[config.mk]
export PLATFORM = sky130hd
export DESIGN_NAME = branch_pc_unit
export DESIGN_NICKNAME = d
export VERILOG_FILES = /design/src/rtl/bpu_pkg.sv /design/src/rtl/bpu_cmp_flag.sv /design/src/rtl/bpu_target_lut.sv /design/src/rtl/bpu_pc_seq.sv /design/src/rtl/branch_pc_unit.sv
export SDC_FILE = /design/constraint.sdc
export NUM_CORES = 1
export LEC_CHECK = 0
export BUFFER_PORTS_ARGS = -buffer_cell sky130_fd_sc_hd__buf_2
export CORE_ASPECT_RATIO = 1.1
export CORE_MARGIN = 8
export CORE_UTILIZATION = 40
export CTS_BUF_LIST = sky130_fd_sc_hd__clkbuf_8
export DETAILED_ROUTE_END_ITERATION = 16
export PLACE_DENSITY = 0.54
export SLEW_MARGIN = 40
export SYNTH_ARGS = -nofsm -noshare
export SYNTH_HDL_FRONTEND = slang
export SYNTH_SLANG_ARGS = --single-unit
[constraint.sdc]
create_clock -name clk -period 2.9 [get_ports clk]
set_clock_uncertainty 0.05 [all_clocks]
set_input_delay 0.725 -clock clk [delete_from_list [all_inputs] [get_ports clk]]
set_output_delay 0.725 -clock clk [all_outputs]
set_load 0.02 [all_outputs]
[src/rtl/bpu_pkg.sv]
package bpu_pkg;
   typedef enum logic [1:0] {
      PC_STEP   = 2'd0,
      PC_BRANCH = 2'd1,
      PC_JUMP   = 2'd2,
      PC_HOLD   = 2'd3
   } pc_sel_e;
endpackage

[src/rtl/bpu_cmp_flag.sv]
module bpu_cmp_flag #(
   parameter int DATA_W  = 8,
   parameter bit USE_SUB = 1'b1
) (
   input  logic              clk,
   input  logic              rst_n,
   input  logic              cmp_en,
   input  logic [DATA_W-1:0] opnd_a,
   input  logic [DATA_W-1:0] opnd_b,
   output logic              differ_q
);
   logic differ_d;

   generate
      if (DATA_W < 1) begin : g_bad_width
         $error("bpu_cmp_flag: DATA_W must be positive");
      end
      if (USE_SUB) begin : g_sub
         logic [DATA_W-1:0] diff;
         always_comb begin
            diff     = opnd_a - opnd_b;
            differ_d = |diff;
         end
      end else begin : g_xor
         always_comb differ_d = |(opnd_a ^ opnd_b);
      end
   endgenerate

   always_ff @(posedge clk) begin
      if (!rst_n)      differ_q <= 1'b0;
      else if (cmp_en) differ_q <= differ_d;
   end

   // the recorded outcome survives cycles without a compare
   a_r2_flag_hold: assert property (@(posedge clk) disable iff (!rst_n)
      !cmp_en |=> $stable(differ_q));
   // a compare of unequal operands records "differ"
   a_r2_flag_set: assert property (@(posedge clk) disable iff (!rst_n)
      cmp_en && (opnd_a != opnd_b) |=> differ_q);
endmodule

[src/rtl/bpu_target_lut.sv]
module bpu_target_lut #(
   parameter int IDX_W = 5,
   parameter int PC_W  = 8
) (
   input  logic             clk,
   input  logic             wr_open,
   input  logic             we,
   input  logic [IDX_W-1:0] waddr,
   input  logic [PC_W-1:0]  wdata,
   input  logic [IDX_W-1:0] raddr,
   output logic [PC_W-1:0]  rdata
);
   localparam int DEPTH = 1 << IDX_W;

   generate
      if (IDX_W < 1 || IDX_W > 8) begin : g_bad_idx
         $error("bpu_target_lut: IDX_W out of range");
      end
   endgenerate

   logic [PC_W-1:0] entry [DEPTH];

   always_ff @(posedge clk) begin
      if (wr_open && we) entry[waddr] <= wdata;
   end

   assign rdata = entry[raddr];

   // a write outside the reset window changes nothing
   a_r8_locked_table: assert property (@(posedge clk)
      !wr_open && we |=> entry[$past(waddr)] == $past(entry[waddr]));
endmodule

[src/rtl/bpu_pc_seq.sv]
module bpu_pc_seq
   import bpu_pkg::*;
#(
   parameter int PC_W     = 8,
   parameter int JMP_W    = 6,
   parameter int END_ADDR = 60
) (
   input  logic             clk,
   input  logic             rst_n,
   input  logic             jump,
   input  logic             br_taken,
   input  logic [JMP_W-1:0] jmp_tgt,
   input  logic [PC_W-1:0]  br_tgt,
   output logic [PC_W-1:0]  pc,
   output logic             done
);
   localparam logic [PC_W-1:0] END_PC = PC_W'(END_ADDR);

   generate
      if (JMP_W > PC_W) begin : g_bad_jmp
         $error("bpu_pc_seq: JMP_W wider than PC_W");
      end
      if (END_ADDR < 0 || END_ADDR >= (1 << PC_W)) begin : g_bad_end
         $error("bpu_pc_seq: END_ADDR outside PC range");
      end
   endgenerate

   pc_sel_e         sel;
   logic [PC_W-1:0] pc_next;

   assign done = (pc == END_PC);

   always_comb begin
      if (done)          sel = PC_HOLD;
      else if (jump)     sel = PC_JUMP;
      else if (br_taken) sel = PC_BRANCH;
      else               sel = PC_STEP;
   end

   always_comb begin
      unique case (sel)
         PC_HOLD:   pc_next = pc;
         PC_JUMP:   pc_next = PC_W'(jmp_tgt);
         PC_BRANCH: pc_next = br_tgt;
         default:   pc_next = pc + 1'b1;
      endcase
   end

   always_ff @(posedge clk) begin
      if (!rst_n) pc <= '0;
      else        pc <= pc_next;
   end

   // jump target lands one edge later
   a_r6_jump_load: assert property (@(posedge clk) disable iff (!rst_n)
      jump && !done |=> pc == PC_W'($past(jmp_tgt)));
   // sequential step
   a_r7_step_one: assert property (@(posedge clk) disable iff (!rst_n)
      !jump && !br_taken && !done |=> pc == $past(pc) + 1'b1);
   // frozen once finished
   a_r9_done_hold: assert property (@(posedge clk) disable iff (!rst_n)
      done |=> $stable(pc) && done);
endmodule

[src/rtl/branch_pc_unit.sv]
module branch_pc_unit #(
   parameter int PC_W     = 8,
   parameter int DATA_W   = 8,
   parameter int IDX_W    = 5,
   parameter int JMP_W    = 6,
   parameter int END_ADDR = 60,
   parameter bit USE_SUB  = 1'b1
) (
   input  logic              clk,
   input  logic              rst_n,
   input  logic              op_cmp,
   input  logic              op_beq,
   input  logic              op_bne,
   input  logic              op_jmp,
   input  logic [DATA_W-1:0] src_a,
   input  logic [DATA_W-1:0] src_b,
   input  logic [IDX_W-1:0]  br_idx,
   input  logic [JMP_W-1:0]  jmp_tgt,
   input  logic              tbl_we,
   input  logic [IDX_W-1:0]  tbl_waddr,
   input  logic [PC_W-1:0]   tbl_wdata,
   output logic [PC_W-1:0]   pc,
   output logic              done
);
   logic            differ_q;
   logic            br_taken;
   logic [PC_W-1:0] br_tgt;

   bpu_cmp_flag #(.DATA_W(DATA_W), .USE_SUB(USE_SUB)) u_flag (
      .clk(clk), .rst_n(rst_n), .cmp_en(op_cmp),
      .opnd_a(src_a), .opnd_b(src_b), .differ_q(differ_q)
   );

   bpu_target_lut #(.IDX_W(IDX_W), .PC_W(PC_W)) u_lut (
      .clk(clk), .wr_open(!rst_n), .we(tbl_we), .waddr(tbl_waddr),
      .wdata(tbl_wdata), .raddr(br_idx), .rdata(br_tgt)
   );

   // inverted polarity: "beq" fires on a difference, "bne" on equality
   assign br_taken = (op_beq && differ_q) || (op_bne && !differ_q);

   bpu_pc_seq #(.PC_W(PC_W), .JMP_W(JMP_W), .END_ADDR(END_ADDR)) u_seq (
      .clk(clk), .rst_n(rst_n), .jump(op_jmp), .br_taken(br_taken),
      .jmp_tgt(jmp_tgt), .br_tgt(br_tgt), .pc(pc), .done(done)
   );

   // differing operands redirect a beq through the table
   a_r3_beq_taken: assert property (@(posedge clk) disable iff (!rst_n)
      op_beq && differ_q && !op_jmp && !done |=> pc == $past(br_tgt));
   // equal operands redirect a bne through the table
   a_r4_bne_taken: assert property (@(posedge clk) disable iff (!rst_n)
      op_bne && !differ_q && !op_jmp && !done |=> pc == $past(br_tgt));
   // an unmet condition only steps
   a_r5_not_taken: assert property (@(posedge clk) disable iff (!rst_n)
      op_beq && !op_bne && !differ_q && !op_jmp && !done |=> pc == $past(pc) + 1'b1);
endmodule

# ---- After elaboration in Yosys (flattened, before gate mapping)
# Memory sizes are Yosys's and may differ from the RTL's.
# Cells that the tools add are included.
dict set report classes {
  n_eq_ne 4
  n_reduce_logical 7
  muxes 6
  add_sub_neg 2
}
# cell n
set op_table {}
lappend op_table {{one-hot mux 8 bit (3 select lines)} 1}
lappend op_table {{adder 8 x 1 -> 8 bit (second input constant)} 1}
lappend op_table {{== test 8 x 6 -> 1 bit (second input constant)} 1}
lappend op_table {{OR reduction 8 bit} 1}
lappend op_table {{subtractor 8 bit} 1}
lappend op_table {{== test 2 bit (second input constant)} 2}
lappend op_table {{two-way mux 2 bit} 2}
lappend op_table {{logical AND 1 bit} 3}
lappend op_table {{two-way mux 1 bit} 3}
lappend op_table {{== test 2 x 1 -> 1 bit (second input constant)} 1}
lappend op_table {{logical NOT 1 bit} 2}
lappend op_table {{logical OR 1 bit} 1}
dict set report totals {
  memories 1
  inputBits 47
  word_cells 22
  ff_bits 9
  mem_bits_rw 256
}
# name depth word_bits read_ports rd_ports_with_merged_regs write_ports line_no
set memory_table {}
lappend memory_table {u_lut.entry 32 8 1 0 1 bpu_target_lut.sv:21} ;# logic [PC_W-1:0] entry [DEPTH];

# ---- Logic depth before layout (Yosys ltp)
# Gate-level depths: netlist (run 1).
dict set report logic_depth {
  word_depth 8
  mapped_depth 12
  depth_no_buf 12
}

# ---- Cells and area by module
# A second synthesis (run 1) with hierarchy kept.
dict set report unflattened {
  cells_unflattened 537
  area_unflattened_um2 10877.9
}
# module cells_each seq_area_each_um2 n_inst area_each_um2
set modules_own_cells {}
lappend modules_own_cells {bpu_target_lut 410 7687.4 1 9898.2}
lappend modules_own_cells {bpu_pc_seq 79 160.2 1 623.1}
lappend modules_own_cells {bpu_cmp_flag 46 20.0 1 337.8}
lappend modules_own_cells {branch_pc_unit 2 0.0 1 18.8}

# ---- Least setup slack after synthesis (run 1)
# Ideal clock, no wire load.
dict set report synth_timing {
  kind {flip-flop to flip-flop}
  start {register u_seq.pc[3]}
  end {register u_seq.pc[0]}
  path_slack_ns -0.023
  path_stages_with_launch 10
  setup_time_ns 0.117
  t_arrival_ns 2.756
  n_path_buf 2
  synth_period_minus_slack_ns 2.923
  path_cell_list {dfxtp_1 nand3_1 nor4_1 or2_2 ha_1 clkbuf_1 clkbuf_1 a311oi_1 a21oi_1 a22o_1}
}
dict set report synth_between {
  elab_chain_cells 4
  word_cells_on_any_way 6
  classes_between {eq/ne: 4; mux: 2}
}
# item line_no
set synth_lines {}
lappend synth_lines {{start, declared} bpu_pc_seq.sv:14} ;# output logic [PC_W-1:0] pc,
lappend synth_lines {{start signal, assigned} bpu_pc_seq.sv:51} ;# else pc <= pc_next;
lappend synth_lines {{== test 8 x 6 -> 1 bit *} bpu_pc_seq.sv:31} ;# assign done = (pc == END_PC);
lappend synth_lines {{net done} branch_pc_unit.sv:23} ;# output logic done
lappend synth_lines {{two-way mux 2 bit *} bpu_pc_seq.sv:34} ;# if (done) sel = PC_HOLD;
lappend synth_lines {{== test 2 x 1 -> 1 bit or == test 2 bit (tied branches)} bpu_pc_seq.sv:41} ;# unique case (sel)
lappend synth_lines {{one-hot mux 8 bit (3 select lines)} bpu_pc_seq.sv:41}
# The timed path passes the listed nets; every way through them passes the cells marked *.
# A chain may end at the register's enable or synchronous reset.

# ---- Worst setup path in the final report (run 1)
dict set report layout_timing {
  start {register u_seq.pc[0]}
  end {register u_seq.pc[6]}
}
dict set report layout_between {
  elab_chain_cells 4
  word_cells_on_any_way 7
  classes_between {add/sub: 1; eq/ne: 4; mux: 2}
}
# item
set layout_lines {}
lappend layout_lines {{parallel branches: the longest is 4 deep, another holds adder 8 x 1 -> 8 bit}}
# Parallel ways; which one is timed is not known.

==> metrics.cfg, run 1 <==
[layout]
syn_to_final_growth_pct = 16.71
finalNetCount = 804
num_antenna_cells = 0
drive_gt1_share_pct = 30.27

[synthesis]
yosysWarnings = 0
async_reset_ff_share_pct = 0
synth_cell_types = 55
synthTopCellsByCount = edfxtp_1 (256), nor2_1 (57), mux4_2 (55)
yosys.area.top_type = edfxtp_1
yosysSeqAreaShare_pct = 71.50
syn-cell-area_sq_um = 11000
yosys.cell_count.top_type = edfxtp_1
yosys.area.top_type_share_pct = 69.86
synthTopCellsByArea = edfxtp_1 (70%), mux4_2 (11%), mux2i_1 (3.6%)
syn_nets = 673
synth_cells = 614
synth-edff-count = 256
avgSynthCellArea_sq_um = 17.92
ys_seq_elements = 265
synth_ff_type = edfxtp_1

[power]
vdd_drop_max_mv = 0.2553
p_leak_nw = 4.464
p_per_area_nw_per_um2 = 604.7

[routing]
drt_iter0_markers = 478
drc = 0
first_pass_iters = 5
wirelength_mm = 26.28
viasPerCell = 5.367
vias = 6065
post_drt_wl_per_cell_um = 23.26
antenna_left = 0

[die]
design.die.area_sq_um = 33080
start_util_pct = 40.70
die_w_um = 174.1
die_y_um = 190.0
fp-row-count = 63
top_level_ports = 56
coreArea_sq_um = 27040

[placed_design]
dp_hpwl_mm = 17.31
numPortBuffers = 55
gp_congestion = 0.8914

[clock_network]
cts_sinks = 265
cts_tree = built
cts_buffers = 42
clk_latency_ns = 0.53
cts_max_level = 2
hold_buffers = 0
cts.clk_slew.worst_paths_ns = 0.06
root_buffer = clkbuf_8
clockBufferDepth = 3

[sta]
fin_crit_sh_pct = 91.70
setup-tns-final_ns = 0
slew_violations = 0
min_period_ns = 2.659
max_freq_mhz = 376.1
setup_viol = 0
max_slew_margin_pct = 54.24
holdWs_ns = 0.4326
max_slew.worst_pin.slew_ns = 0.6864
hold_viol = 0
rsz0062_at_grt = false

[worst_setup_path]
worst_setup_path_start_kind = register
timing.rr.end = u_seq.pc[6]$_SDFFE_PN0P_
rr_startpoint = u_seq.pc[0]$_SDFFE_PN0P_
arrival_ns = 3.04
r2r_slack_ns = 0.24
worstPathMaxFanout = 11
worstSetupPathType = register to register
end_kind = register
reg2reg_depth = 11
crit_required_ns = 3.28

[min_path]
hp-start = jmp_tgt[5]
min_path_cells = 3
min_path_type = input pin to register
whs_endpoint = u_seq.pc[5]$_SDFFE_PN0P_

[global_route]
grt_use_total_pct = 15.96
grt_pass1_vias = 6409
grt_remaining_overflow = 0
antenna_found_initial = 0
grt_pass1_wl_mm = 39.71
grt_max_degree = 33

[job]
drv_cap = 0

[outcome]
status = finished, final reports clean

through the flow:
| step | setup WS [ns] | cells | cell area [sq um] | utilization (%) | power [mW] |
|---|---|---|---|---|---|
| floorplan | 0.2435 | 614 | 11010 | - | 4.668 |
| global placement | 0.07965 | 1058 | 12070 | 44.65 | 4.919 |
| detailed placement | 0.1125 | 1058 | 12070 | 44.65 | 4.927 |
| CTS | 0.1866 | 1130 | 12830 | 47.47 | 7.851 |
| global route | 0.07067 | 1130 | 12840 | 47.50 | 8.054 |
| finish | 0.2408 | 1130 | 12840 | 47.50 | 7.766 |
cell usage in the layout (no fill, tap or decap), types with 2 or more instances in the layout:
cell,n
nand4_1,3
o2111ai_1,2
o21a_1,3
nand2b_1,4
xnor2_1,3
nand3b_1,4
a21oi_1,10
o211ai_1,4
nand2_1,19
mux2i_1,40
a22oi_1,5
nor2_1,56
o22a_1,2
nor2b_1,4
nand3_1,10
and3_1,3
inv_1,34
dfxtp_1,9
or3_1,3
edfxtp_1,256
clkbuf_8,43
a22o_1,3
clkinv_1,6
a221oi_1,2
buf_2,53
or2_2,3
o22ai_1,3
o221ai_1,3
a31o_2,2
nor3_1,4
bufinv_16,2
o21ai_0,9
mux4_2,55
clkinv_2,4
buf_12,5
ha_1,11
a31oi_1,11
buf_4,58
final cells by class:
| cell class | count | area, sq um |
|---|---|---|
| fill | 2297 | 14190 |
| multi-input combinational | 302 | 2899 |
| inverter | 18 | 67.56 |
| tap | 357 | 446.7 |
| sequential | 265 | 7868 |
| clock buffer | 43 | 591.8 |
| timing repair buffer | 116 | 800.8 |
| clock inverter | 29 | 170.2 |
state kept, by name, summed over array words and instances (netlist names):
signal,count
u_lut.entry,256
u_flag.differ_q,1
u_seq.pc,8
routing by layer:
metal / GRT usage, % / routed length (um) / vias to the layer above
met5: 2.675 / 118 / -
met2: 24.97 / 12110 / 211
met3: 2.934 / 1496 / 34
met1: 21.99 / 12040 / 3086
li1: - / - / 2732
met4: 5.429 / 520 / 2
worst max-delay path, stage by stage, from the launching register on:
cell	delay, ns
dfxtp_1	0.46
inv_1	0.14
ha_1	0.21
nand2_1	0.08
nor4_2	0.05
or2_2	0.34
ha_2	0.46
buf_4	0.19
a31oi_1	0.05
o21ai_0	0.22
o31ai_2	0.12
a22o_1	0.19
how the worst max path moves through the flow:
stage / startpoint / endpoint / slack [ns] / cells after the start
3_3_place_gp: op_beq / u_seq.pc[6]$_SDFFE_PN0P_ / 0.08 / 9
3_5_place_dp: op_beq / u_seq.pc[6]$_SDFFE_PN0P_ / 0.11 / 9
4_1_cts: u_seq.pc[0]$_SDFFE_PN0P_ / u_seq.pc[6]$_SDFFE_PN0P_ / 0.19 / 10
5_1_grt: u_seq.pc[0]$_SDFFE_PN0P_ / u_seq.pc[4]$_SDFFE_PN0P_ / 0.07 / 10
6_report: u_seq.pc[0]$_SDFFE_PN0P_ / u_seq.pc[6]$_SDFFE_PN0P_ / 0.24 / 11
2_1_floorplan: u_seq.pc[3]$_SDFFE_PN0P_ / u_seq.pc[0]$_SDFFE_PN0P_ / 0.24 / 9
kinds of logic (layout without fill, tap and decap cells):
logic type	Yosys count	after routing	synth area share, %
AOI/OAI and AO/OA	68	68	4.332
xor gates and xnor gates	3	3	0.2388
adders and majority gates	12	12	1.364
and+or+nand+nor	123	123	5.265
DFF	265	265	71.50
buffers and inverters	47	206	2.308
muxes	96	96	15.00
repair_timing:
action / in CTS / in global routing
setup endpoints to repair: 0 / 3
hold endpoints to repair: 0 / 0
resized for setup: 0 / 3
setup buffers: 0 / 0
power by group:
group,internal (mW),switching (mW),total [mW]
sequential,4.23,0.0270,4.26
combinational,0.240,0.347,0.587
clock,1.55,1.37,2.92
No activity file was read; power rests on OpenSTA's default activity.
==> run 2: changes to the inputs <==
--- a/config.mk
+++ b/config.mk
@@ -11,7 +11,7 @@
 export CORE_UTILIZATION = 40
 export CTS_BUF_LIST = sky130_fd_sc_hd__clkbuf_8
 export DETAILED_ROUTE_END_ITERATION = 16
-export PLACE_DENSITY = 0.54
+export PLACE_DENSITY = 0.66
 export SLEW_MARGIN = 40
 export SYNTH_ARGS = -nofsm -noshare
 export SYNTH_HDL_FRONTEND = slang
==> metrics.cfg, run 2 (synthesis gave the netlist of run 1 again) <==
[outcome]
status = finished, final reports clean

[routing]
met3WireLength_mm = 1.785  ; +19%
vias = 6153  ; +1.5%
m1WireLength_mm = 10.23  ; -15%
highest_layer = met5
antenna_left = 0  ; unchanged
post_drt_wl_per_cell_um = 22.21  ; -4.5%
first_pass_iters = 6  ; +1
drt_iter0_markers = 660  ; +38%
viasPerCell = 5.450  ; +1.5%
drc = 0  ; unchanged
met2_length_mm = 12.59  ; +4.0%
wirelength_mm = 25.08  ; -4.6%

[power]
switching_share_pct = 21.34  ; -1.1 points
power_mw = 8.325  ; +7.2%
power_frac_clock_pct = 42.1  ; +4.5 points
power_switching_mw = 1.776  ; +1.9%
vdd_drop_max_mv = 0.3021  ; +18%
p_per_area_nw_per_um2 = 642.1  ; +6.2%
p_leak_nw = 4.492  ; +0.63%
seq_power_share_pct = 51.2  ; -3.7 points
power_frac_comb_pct = 6.8  ; -0.8 points
internal-power_mw = 6.549  ; +8.7%

[clock_network]
cts_buffers = 41  ; -2.4%
cts-resized-gates = 0  ; unchanged
postCtsSetupBuffers = 0  ; unchanged
hold_buffers = 0  ; unchanged
cts.clk_slew.worst_paths_ns = 0.07  ; about the same
clk_latency_ns = 0.54  ; about the same
cts_max_level = 2  ; unchanged
clockBufferDepth = 3  ; unchanged
cts_sinks = 265  ; unchanged
root_buffer = clkbuf_8
cts_tree = built

[layout]
reg_top3 = u_lut.entry (256), u_seq.pc (8), u_flag.differ_q (1)
largest-register = u_lut.entry
layout_commonest_cell = edfxtp_1
syn_to_final_growth_pct = 17.83
layout_common_cells = edfxtp_1 (256), nor2_1 (57), mux4_2 (55), buf_4 (54), buf_2 (53)
drive_gt1_share_pct = 30.91  ; +0.64 points
finalNetCount = 798  ; -0.75%
largest_reg_flops = 256  ; unchanged
design_area_sq_um = 12970  ; +0.95%
fillers = 2206  ; -4.0%
fin_cells = 1129  ; -0.088%

[placed_design]
place_ws_ns = 0.1124  ; -0.0001520 ns
place_inst = 1053  ; -0.47%
place_area_sq_um = 12020  ; -0.42%
numPortBuffers = 55  ; unchanged
gp_congestion = 0.9081  ; +1.9%
dp_hpwl_mm = 16.74  ; -3.3%

[die]
die_w_um = 174.1  ; unchanged
coreArea_sq_um = 27040  ; unchanged
design.die.area_sq_um = 33080  ; unchanged
top_level_ports = 56  ; unchanged
start_util_pct = 40.70  ; unchanged
fp-row-count = 63  ; unchanged
die_y_um = 190.0  ; unchanged

[sta]
setup_viol = 0  ; unchanged
hold_viol = 0  ; unchanged
min_period_ns = 2.609  ; -0.04976 ns
rsz0062_at_grt = false
max_freq_mhz = 383.2  ; +1.9%
max_slew.worst_pin.slew_ns = 0.6742  ; -0.01220 ns
fin_crit_sh_pct = 89.98  ; -1.7 points
layout_setup_ws_ns = 0.2906  ; +0.04976 ns
slew_violations = 0  ; unchanged
max_slew_margin_pct = 55.05  ; +0.81 points
setup-tns-final_ns = 0  ; unchanged

[min_path]
hp-start = jmp_tgt[5]
whs_endpoint = u_seq.pc[5]$_SDFFE_PN0P_
min_path_type = input pin to register
min_path_cells = 3  ; unchanged

[global_route]
grt_max_degree = 33  ; unchanged
grt_use_total_pct = 15.13  ; -0.83 points
grt_remaining_overflow = 0  ; unchanged
grt_pass1_wl_mm = 38.53  ; -3.0%
antenna_found_initial = 3  ; +3
grt_pass1_vias = 6485  ; +1.2%

[worst_setup_path]
timing.rr.end = u_seq.pc[4]$_SDFFE_PN0P_
worstSetupPathType = register to register
worstPathMaxFanout = 17  ; +6
crit_required_ns = 3.26  ; -0.02 ns
worst_setup_path_start_kind = register
r2r_slack_ns = 0.29  ; +0.05 ns
reg2reg_depth = 10  ; -1
end_kind = register
arrival_ns = 2.97  ; -0.07 ns
rr_startpoint = u_seq.pc[0]$_SDFFE_PN0P_

[job]
drv_cap = 0  ; unchanged

run 2: cell count changes in the layout (fill, tap and decap cells not counted), moves of 2 or more:
cell,delta
bufinv_16,+5
buf_4,-4
clkinv_2,+2
diode_2,+2
clkbuf_8,+3
inv_1,-8
run 2: worst max-delay path: stages, from the launching register on:
cell	delay, ns
dfxtp_1	0.40
inv_1	0.11
ha_1	0.20
nand2_1	0.08
nor4_2	0.06
or2_2	0.34
ha_2	0.50
nor2b_1	0.26
nand2_1	0.14
a2111oi_2	0.24
nor3_1	0.11
run 2: power groups by stage:
stage	Combinational, mW	Sequential, mW	Clock (mW)
5_1_grt	0.611	4.26	3.71
3_3_place_gp	0.544	4.33	0
4_1_cts	0.563	4.26	3.55
6_report	0.564	4.26	3.50
2_1_floorplan	0.322	4.35	0
3_5_place_dp	0.560	4.34	0
run 2: area by class of cell:
class	instances	area, sq um	area share, %
sequential	265	7868	60.68
multi-input combinational	302	2892	22.30
antenna	2	5.005	0.03860
clock inverter	28	304.0	2.345
tap	357	446.7	3.445
timing repair buffer	111	750.7	5.790
inverter	18	67.56	0.5211
clock buffer	46	633.1	4.883
run 2: layer usage:
layer	vias up	GRT usage [%]
li1	2727	-
met1	3130	18.89
met2	252	25.93
met3	42	3.628
met4	2	4.409
met5	-	0
run 2: worst max path at each step:
stage / startpoint / to / slack [ns]
5_1_grt: u_seq.pc[0]$_SDFFE_PN0P_ / u_seq.pc[4]$_SDFFE_PN0P_ / 0.09
6_report: u_seq.pc[0]$_SDFFE_PN0P_ / u_seq.pc[4]$_SDFFE_PN0P_ / 0.29
3_5_place_dp: op_beq / u_seq.pc[4]$_SDFFE_PN0P_ / 0.11
2_1_floorplan: u_seq.pc[3]$_SDFFE_PN0P_ / u_seq.pc[0]$_SDFFE_PN0P_ / 0.24
4_1_cts: u_seq.pc[0]$_SDFFE_PN0P_ / u_seq.pc[4]$_SDFFE_PN0P_ / 0.23
3_3_place_gp: op_beq / u_seq.pc[4]$_SDFFE_PN0P_ / 0.17
run 2: per-stage QoR:
step	util, %	hold slack, ns
2_1_floorplan	-	0.4732
3_3_place_gp	44.46	0.5204
3_5_place_dp	44.46	0.5295
4_1_cts	47.93	0.3980
5_1_grt	47.96	0.4306
6_report	47.96	0.4263
